<file path="config.mk">
export PLATFORM = sky130hd
export DESIGN_NAME = addr_header_tx
export DESIGN_NICKNAME = d
export VERILOG_FILES = /design/src/rtl/addr_hdr_pkg.sv /design/src/rtl/addr_hdr_ctrl.sv /design/src/rtl/addr_hdr_dpath.sv /design/src/rtl/addr_header_tx.sv
export SDC_FILE = /design/constraint.sdc
export NUM_CORES = 1
export LEC_CHECK = 0
export ABC_CLOCK_PERIOD_IN_PS = 2000
export BUFFER_PORTS_ARGS = -buffer_cell sky130_fd_sc_hd__clkbuf_2
export CAP_MARGIN = 15
export CORE_MARGIN = 1.5
export CORE_UTILIZATION = 56
export CTS_BUF_LIST = sky130_fd_sc_hd__clkbuf_4 sky130_fd_sc_hd__clkbuf_8
export CTS_CLUSTER_SIZE = 20
export DETAILED_ROUTE_END_ITERATION = 6
export GPL_ROUTABILITY_DRIVEN = 0
export PLACE_DENSITY_LB_ADDON = 0.2
export SLEW_MARGIN = 25
export SYNTH_ARGS = -nofsm -noshare
export SYNTH_HDL_FRONTEND = slang
export SYNTH_SLANG_ARGS = --single-unit
export TNS_END_PERCENT = 20
</file>
<file path="constraint.sdc">
create_clock -name clk -period 2 [get_ports clk]
set_input_delay 0.2 -clock clk [delete_from_list [all_inputs] [get_ports clk]]
set_output_delay 0.2 -clock clk [all_outputs]
set_load 0.1 [all_outputs]
</file>
<file path="src/rtl/addr_hdr_pkg.sv">
package addr_hdr_pkg;

  typedef enum logic [1:0] {
    ST_IDLE   = 2'd0,
    ST_DRIVE  = 2'd1,
    ST_SAMPLE = 2'd2
  } hdrState_t;

  // Strobes from the sequencer to the datapath, at most one high per cycle
  typedef struct packed {
    logic load;       // capture a new command
    logic driveBit;   // present the current header bit
    logic sampleBit;  // read SDA for a header bit, advance
    logic driveAck;   // release SDA for the acknowledge slot
    logic sampleAck;  // read SDA for the acknowledge slot
  } hdrStrobe_t;

endpackage

</file>
<file path="src/rtl/addr_hdr_ctrl.sv">
module addr_hdr_ctrl
  import addr_hdr_pkg::*;
#(
  parameter int HDR_BITS = 9
) (
  input  logic       clk,
  input  logic       rstN,
  input  logic       cmdValid,
  input  logic       bitDrive,
  input  logic       bitSample,
  output hdrStrobe_t strb,
  output logic       busy,
  output logic       done
);

  localparam int CNT_W = $clog2(HDR_BITS);
  localparam logic [CNT_W-1:0] LAST_IDX = CNT_W'(HDR_BITS - 1);

  hdrState_t        state;
  logic [CNT_W-1:0] bitCnt;
  logic             lastSlot;

  assign lastSlot = (bitCnt == LAST_IDX);
  assign busy     = (state != ST_IDLE);

  always_comb begin
    strb = '0;
    unique case (state)
      ST_IDLE:   strb.load = cmdValid;
      ST_DRIVE: begin
        if (bitDrive) begin
          if (lastSlot) strb.driveAck = 1'b1;
          else          strb.driveBit = 1'b1;
        end
      end
      ST_SAMPLE: begin
        if (bitSample) begin
          if (lastSlot) strb.sampleAck = 1'b1;
          else          strb.sampleBit = 1'b1;
        end
      end
      default: strb = '0;
    endcase
  end

  always_ff @(posedge clk) begin
    if (!rstN) begin
      state  <= ST_IDLE;
      bitCnt <= '0;
      done   <= 1'b0;
    end else begin
      done <= strb.sampleAck;
      unique case (state)
        ST_IDLE: begin
          if (strb.load) begin
            bitCnt <= '0;
            state  <= ST_DRIVE;
          end
        end
        ST_DRIVE: begin
          if (strb.driveBit || strb.driveAck) state <= ST_SAMPLE;
        end
        ST_SAMPLE: begin
          if (strb.sampleAck) begin
            state <= ST_IDLE;
          end else if (strb.sampleBit) begin
            bitCnt <= bitCnt + 1'b1;
            state  <= ST_DRIVE;
          end
        end
        default: state <= ST_IDLE;
      endcase
    end
  end

  // an accepted command makes the block busy in the next cycle
  a_r1_accept_busy: assert property (@(posedge clk) disable iff (!rstN)
    (!busy && cmdValid) |=> busy);

  // completion is a single-cycle pulse
  a_r7_done_single: assert property (@(posedge clk) disable iff (!rstN)
    done |=> !done);

  // completion coincides with the block going idle
  a_r7_done_idle: assert property (@(posedge clk) disable iff (!rstN)
    done |-> !busy);

  // a sample strobe while waiting to drive leaves the sequencer in place
  a_r10_stray_sample: assert property (@(posedge clk) disable iff (!rstN)
    (state == ST_DRIVE && !bitDrive) |=> (state == ST_DRIVE && $stable(bitCnt)));

endmodule

</file>
<file path="src/rtl/addr_hdr_dpath.sv">
module addr_hdr_dpath
  import addr_hdr_pkg::*;
#(
  parameter int ADDR_W = 7
) (
  input  logic              clk,
  input  logic              rstN,
  input  hdrStrobe_t        strb,
  input  logic [ADDR_W-1:0] cmdAddr,
  input  logic              cmdRead,
  input  logic              cmdAfterRestart,
  input  logic              sdaIn,
  output logic              sdaOut,
  output logic              sdaOe,
  output logic              pushPull,
  output logic              arbLost,
  output logic              ackReceived
);

  localparam int SHIFT_W = ADDR_W + 1;

  logic [SHIFT_W-1:0] shiftReg;
  logic               modePP;
  logic               curBit;
  logic               nextBit;

  assign nextBit = shiftReg[SHIFT_W-1];

  always_ff @(posedge clk) begin
    if (!rstN) begin
      shiftReg    <= '0;
      modePP      <= 1'b0;
      curBit      <= 1'b0;
      sdaOut      <= 1'b0;
      sdaOe       <= 1'b0;
      pushPull    <= 1'b0;
      arbLost     <= 1'b0;
      ackReceived <= 1'b0;
    end else begin
      if (strb.load) begin
        shiftReg    <= {cmdAddr, cmdRead};
        modePP      <= cmdAfterRestart;
        curBit      <= 1'b0;
        sdaOut      <= 1'b0;
        sdaOe       <= 1'b0;
        pushPull    <= 1'b0;
        arbLost     <= 1'b0;
        ackReceived <= 1'b0;
      end
      if (strb.driveBit) begin
        curBit <= nextBit;
        if (arbLost) begin
          sdaOe    <= 1'b0;
          sdaOut   <= 1'b0;
          pushPull <= 1'b0;
        end else if (modePP) begin
          sdaOe    <= 1'b1;
          sdaOut   <= nextBit;
          pushPull <= 1'b1;
        end else begin
          sdaOe    <= ~nextBit;
          sdaOut   <= 1'b0;
          pushPull <= 1'b0;
        end
      end
      if (strb.sampleBit) begin
        shiftReg <= shiftReg << 1;
        if (!modePP && curBit && !sdaIn) arbLost <= 1'b1;
      end
      if (strb.driveAck) begin
        sdaOe    <= 1'b0;
        sdaOut   <= 1'b0;
        pushPull <= 1'b0;
      end
      if (strb.sampleAck) ackReceived <= ~sdaIn;
    end
  end

  // the acknowledge slot is always released
  a_r6_ack_released: assert property (@(posedge clk) disable iff (!rstN)
    strb.driveAck |=> !sdaOe);

  // an open-drain header never drives SDA high
  a_r3_od_never_high: assert property (@(posedge clk) disable iff (!rstN)
    !modePP |-> !(sdaOe && sdaOut));

  // after losing the bus the block stays off the line
  a_r8_silent_after_loss: assert property (@(posedge clk) disable iff (!rstN)
    arbLost |-> !sdaOe);

  // push-pull headers cannot lose arbitration
  a_r8_pp_no_loss: assert property (@(posedge clk) disable iff (!rstN)
    modePP |-> !arbLost);

  // a push-pull bit is actively driven
  a_r4_pp_drives: assert property (@(posedge clk) disable iff (!rstN)
    (strb.driveBit && modePP) |=> (sdaOe && pushPull));

endmodule

</file>
<file path="src/rtl/addr_header_tx.sv">
module addr_header_tx
  import addr_hdr_pkg::*;
#(
  parameter int ADDR_W = 7
) (
  input  logic              clk,
  input  logic              rstN,
  input  logic              cmdValid,
  input  logic [ADDR_W-1:0] cmdAddr,
  input  logic              cmdRead,
  input  logic              cmdAfterRestart,
  output logic              busy,
  input  logic              bitDrive,
  input  logic              bitSample,
  input  logic              sdaIn,
  output logic              sdaOut,
  output logic              sdaOe,
  output logic              pushPull,
  output logic              done,
  output logic              ackReceived,
  output logic              arbLost
);

  localparam int HDR_BITS = ADDR_W + 2;

  hdrStrobe_t strb;

  addr_hdr_ctrl #(
    .HDR_BITS (HDR_BITS)
  ) ctrl_i (
    .clk       (clk),
    .rstN      (rstN),
    .cmdValid  (cmdValid),
    .bitDrive  (bitDrive),
    .bitSample (bitSample),
    .strb      (strb),
    .busy      (busy),
    .done      (done)
  );

  addr_hdr_dpath #(
    .ADDR_W (ADDR_W)
  ) dpath_i (
    .clk             (clk),
    .rstN            (rstN),
    .strb            (strb),
    .cmdAddr         (cmdAddr),
    .cmdRead         (cmdRead),
    .cmdAfterRestart (cmdAfterRestart),
    .sdaIn           (sdaIn),
    .sdaOut          (sdaOut),
    .sdaOe           (sdaOe),
    .pushPull        (pushPull),
    .arbLost         (arbLost),
    .ackReceived     (ackReceived)
  );

endmodule

</file>
==> reports/metrics.sh <==
DIE_WIDTH_UM=47.52
RSZ0062_AT_GRT='false'
POSTCTSSETUPBUFFERS=0
INSERTION_DELAY_NS=0.32
SYNTHDOMINANTCELLAREASHARE_PCT=39.68
OUTCOME='completed'
CRITICAL_PATH_REQUIRED_NS=1.80
YOSYSWARNINGCOUNT=0
CTS_BUFFERS=3
SETUP.WORST_PATH.CLASS='register to primary output'
SYNTH_LARGEST_AREA_CELL='dfxtp_1'
PLACED_WIRE_LENGTH_ESTIMATE_UM=1583
SETUP-TNS-FINAL_NS=0
POST_SYNTH_INST_COUNT=124
FINAL_CRITICAL_PERIOD_NS=1.792
FIRST_PASS_GRT_WIRE_LENGTH_UM=3553
TIMING.HOLD.WORST.CLASS='input port to register'
GRT_UTIL_ALL_LAYERS_PCT=22.95
GRT_OVERFLOW=0
ROW_COUNT=15
DETAIL_ROUTE.VIAS_PER_CELL=5.792
POSTROUTEWIRELENGTH_UM=2264
ANTENNA_FOUND_INITIAL=0
CTS-ROOT-TO-SINK-BUFFERS=2
DETAIL_ROUTE.ITER0.VIOLATIONS=25
AVGSYNTHCELLAREA_UM2=8.950
SYNTH.YOSYS.SEQ_AREA_SHARE_PCT=39.68
GRT_START_MAX_NET_PINS=18
SYN_AREA_UM2=1110
INITIAL_UTILIZATION_PCT=61.60
TRITONCTS='built'
ANTENNA_LEFT=0
CTS_ROOT_BUFFER='clkbuf_4'
POST_CTS_RESIZE_COUNT=0
POST_ROUTE_DESIGN_AREA_UM2=1264
TIMING.CRITICAL_PATH.ARRIVAL_NS=1.59
DIE_AREA_UM2=2258
WORST_PATH_CLK_SLEW_NS=0.11
FINALSETUPVIOLATIONS=0
FINALNETCOUNT=161
CTS_MAX_LEVEL=1
STARTPOINT_TYPE='register'
PLACE_AREA_UM2=1211
P_PER_AREA_nW_PER_UM2=750.0
NUMPORTBUFFERS=21
MAXCLOCKFREQUENCY_MHz=558.1
ROUTE.DETAILED.DRC=0
CLOCK-SKEW-FINAL_NS=0.01571
DR_TOTAL_VIAS=973
AREA.GROWTH.SYNTH_TO_FINAL_PCT=13.87
YOSYS.CELL_TYPES.COUNT=36
SYNTH_NETS=141
FINALHOLDVIOLCOUNT=0
YOSYS-TOP-CELLS-AREA='dfxtp_1, nand2_1, a311oi_1'
STATIC_LEAKAGE_POWER_nW=0.5113
ROUTED_WIRE_LENGTH_PER_INSTANCE_UM=13.48
DRT-PASS1-ITER-COUNT=4
IRDROPWORSTVDD_mV=0.5801
YS_FF_LATCH=22
POSTCTSHOLDBUFS=0
TRITONCTS_NUM_SINKS=22
LAYOUT_WORST_PATH_CYCLE_SHARE_PCT=89.60
ANTENNA_CELLS=0
NUMBER_OF_GLOBAL_ROUTE_VIAS_BEFORE_REPAIR=810
IO-PIN-COUNT=22
MAX_CAP_VIOLATIONS=0
DIE_HEIGHT_UM=47.52
WORSTSETUPENDPOINTTYPE='primary output'
DRIVE_ABOVE_1_SHARE_PCT=25.17
TIMING.FINAL.MAX_SLEW_VIOLATIONS=0
SLEW_HEADROOM_PCT=64.25
PATH_MAX_FANOUT=12
CORE_AREA_UM2=1802
MAX_SLEW.WORST_PIN.SLEW_NS=0.5362
## metal layers
metal | track usage, % | vias to the layer above | wire, um
met5 | 0 | - | 0
met4 | 18.89 | 0 | 74
met3 | 3.396 | 8 | 110
met2 | 32.43 | 35 | 1008
met1 | 30.57 | 438 | 1070
li1 | - | 492 | -
## per-stage QoR
step	power, mW	setup slack [ns]	utilization, %	instances	hold WS (ns)
after detailed placement	0.6148	0.3885	67.22	164	0.4353
after floorplan	0.5839	0.5197	-	124	0.3360
after global routing	0.9856	0.1069	70.14	168	0.1129
final	0.9478	0.2081	70.14	168	0.1038
after CTS	0.9563	0.1991	70.14	168	0.09114
after global placement	0.6123	0.4136	67.22	164	0.4261
## power by group
| group | total, mW | switching [mW] | internal [mW] |
|---|---|---|---|
| logic | 0.130 | 0.0802 | 0.0501 |
| clock network | 0.342 | 0.139 | 0.203 |
| registers | 0.476 | 0.0190 | 0.457 |
## critical path, cell delays in order (launching register included)
cell,delay [ns]
dfxtp_1,0.65
or2_2,0.19
clkbuf_2,0.44
## placed cells by master (no fill, tap or decap), types with 3 or more instances in the layout
| cell | instances |
|---|---|
| o21ai_1 | 3 |
| nand4b_1 | 3 |
| nand2_1 | 19 |
| a21oi_1 | 6 |
| clkbuf_4 | 3 |
| clkbuf_2 | 21 |
| inv_1 | 5 |
| mux2i_1 | 3 |
| buf_4 | 3 |
| nor3_1 | 8 |
| o211ai_1 | 8 |
| dfxtp_1 | 22 |
| a311oi_1 | 7 |
| nand3b_1 | 3 |
| nand3_1 | 3 |
## cells in the mapped netlist (all sizes together)
cell type   n
nand3       3
buf         7
o221a       1
clkbuf      2
nor2        2
nand4       1
or2         1
nor3b       2
ha          2
inv         5
nor2b       2
or3b        1
nor3        8
o211ai      8
or3         2
a31oi       1
dfxtp      22
and3        2
or4         2
nand3b      4
mux2        1
nand4b      3
o21ai       4
nand2b      1
and3b       2
mux2i       3
a21oi       6
nand2      19
a311oi      7
## sequential cells by signal, indices dropped and copies added, names as in the netlist
signal	count
ctrl_i.bitCnt	4
ctrl_i.done	1
ctrl_i.state	2
dpath_i.ackReceived	1
dpath_i.arbLost	1
dpath_i.curBit	1
dpath_i.modePP	1
dpath_i.pushPull	1
dpath_i.sdaOe	1
dpath_i.sdaOut	1
dpath_i.shiftReg	8
## final cells by class
| cell class | count | area, um^2 |
|---|---|---|
| clock buffers | 3 | 22.52 |
| clock inverters | 1 | 30.03 |
| fillers | 167 | 538.0 |
| inverters | 5 | 18.77 |
| multi-input cells | 88 | 593.1 |
| flip-flops and latches | 22 | 440.4 |
| well taps | 25 | 31.28 |
| repair buffers | 24 | 127.6 |
## worst paths after layout
check / start / endpoint / slack [ns] / cells after the start
hold / removal: cmdAfterRestart / dpath_i.modePP$_SDFFE_PN0P_ / 0.10 / 3
setup reg to reg: ctrl_i.state[1]$_SDFFE_PN0P_ / dpath_i.shiftReg[4]$_SDFFE_PN0P_ / 0.35 / 3
setup / recovery: ctrl_i.state[1]$_SDFFE_PN0P_ / busy / 0.21 / 2
hold reg to reg: dpath_i.pushPull$_SDFFE_PP0P_ / dpath_i.pushPull$_SDFFE_PP0P_ / 0.49 / 2
## cell families after synthesis
| logic type | synth area share, % |
|---|---|
| compound gates | 17.36 |
| flops | 39.68 |
| simple gates | 30.10 |
| mux | 3.720 |
| fa+ha+maj | 2.254 |
| buf+inv | 6.878 |
(Power assumes the default switching activity.)
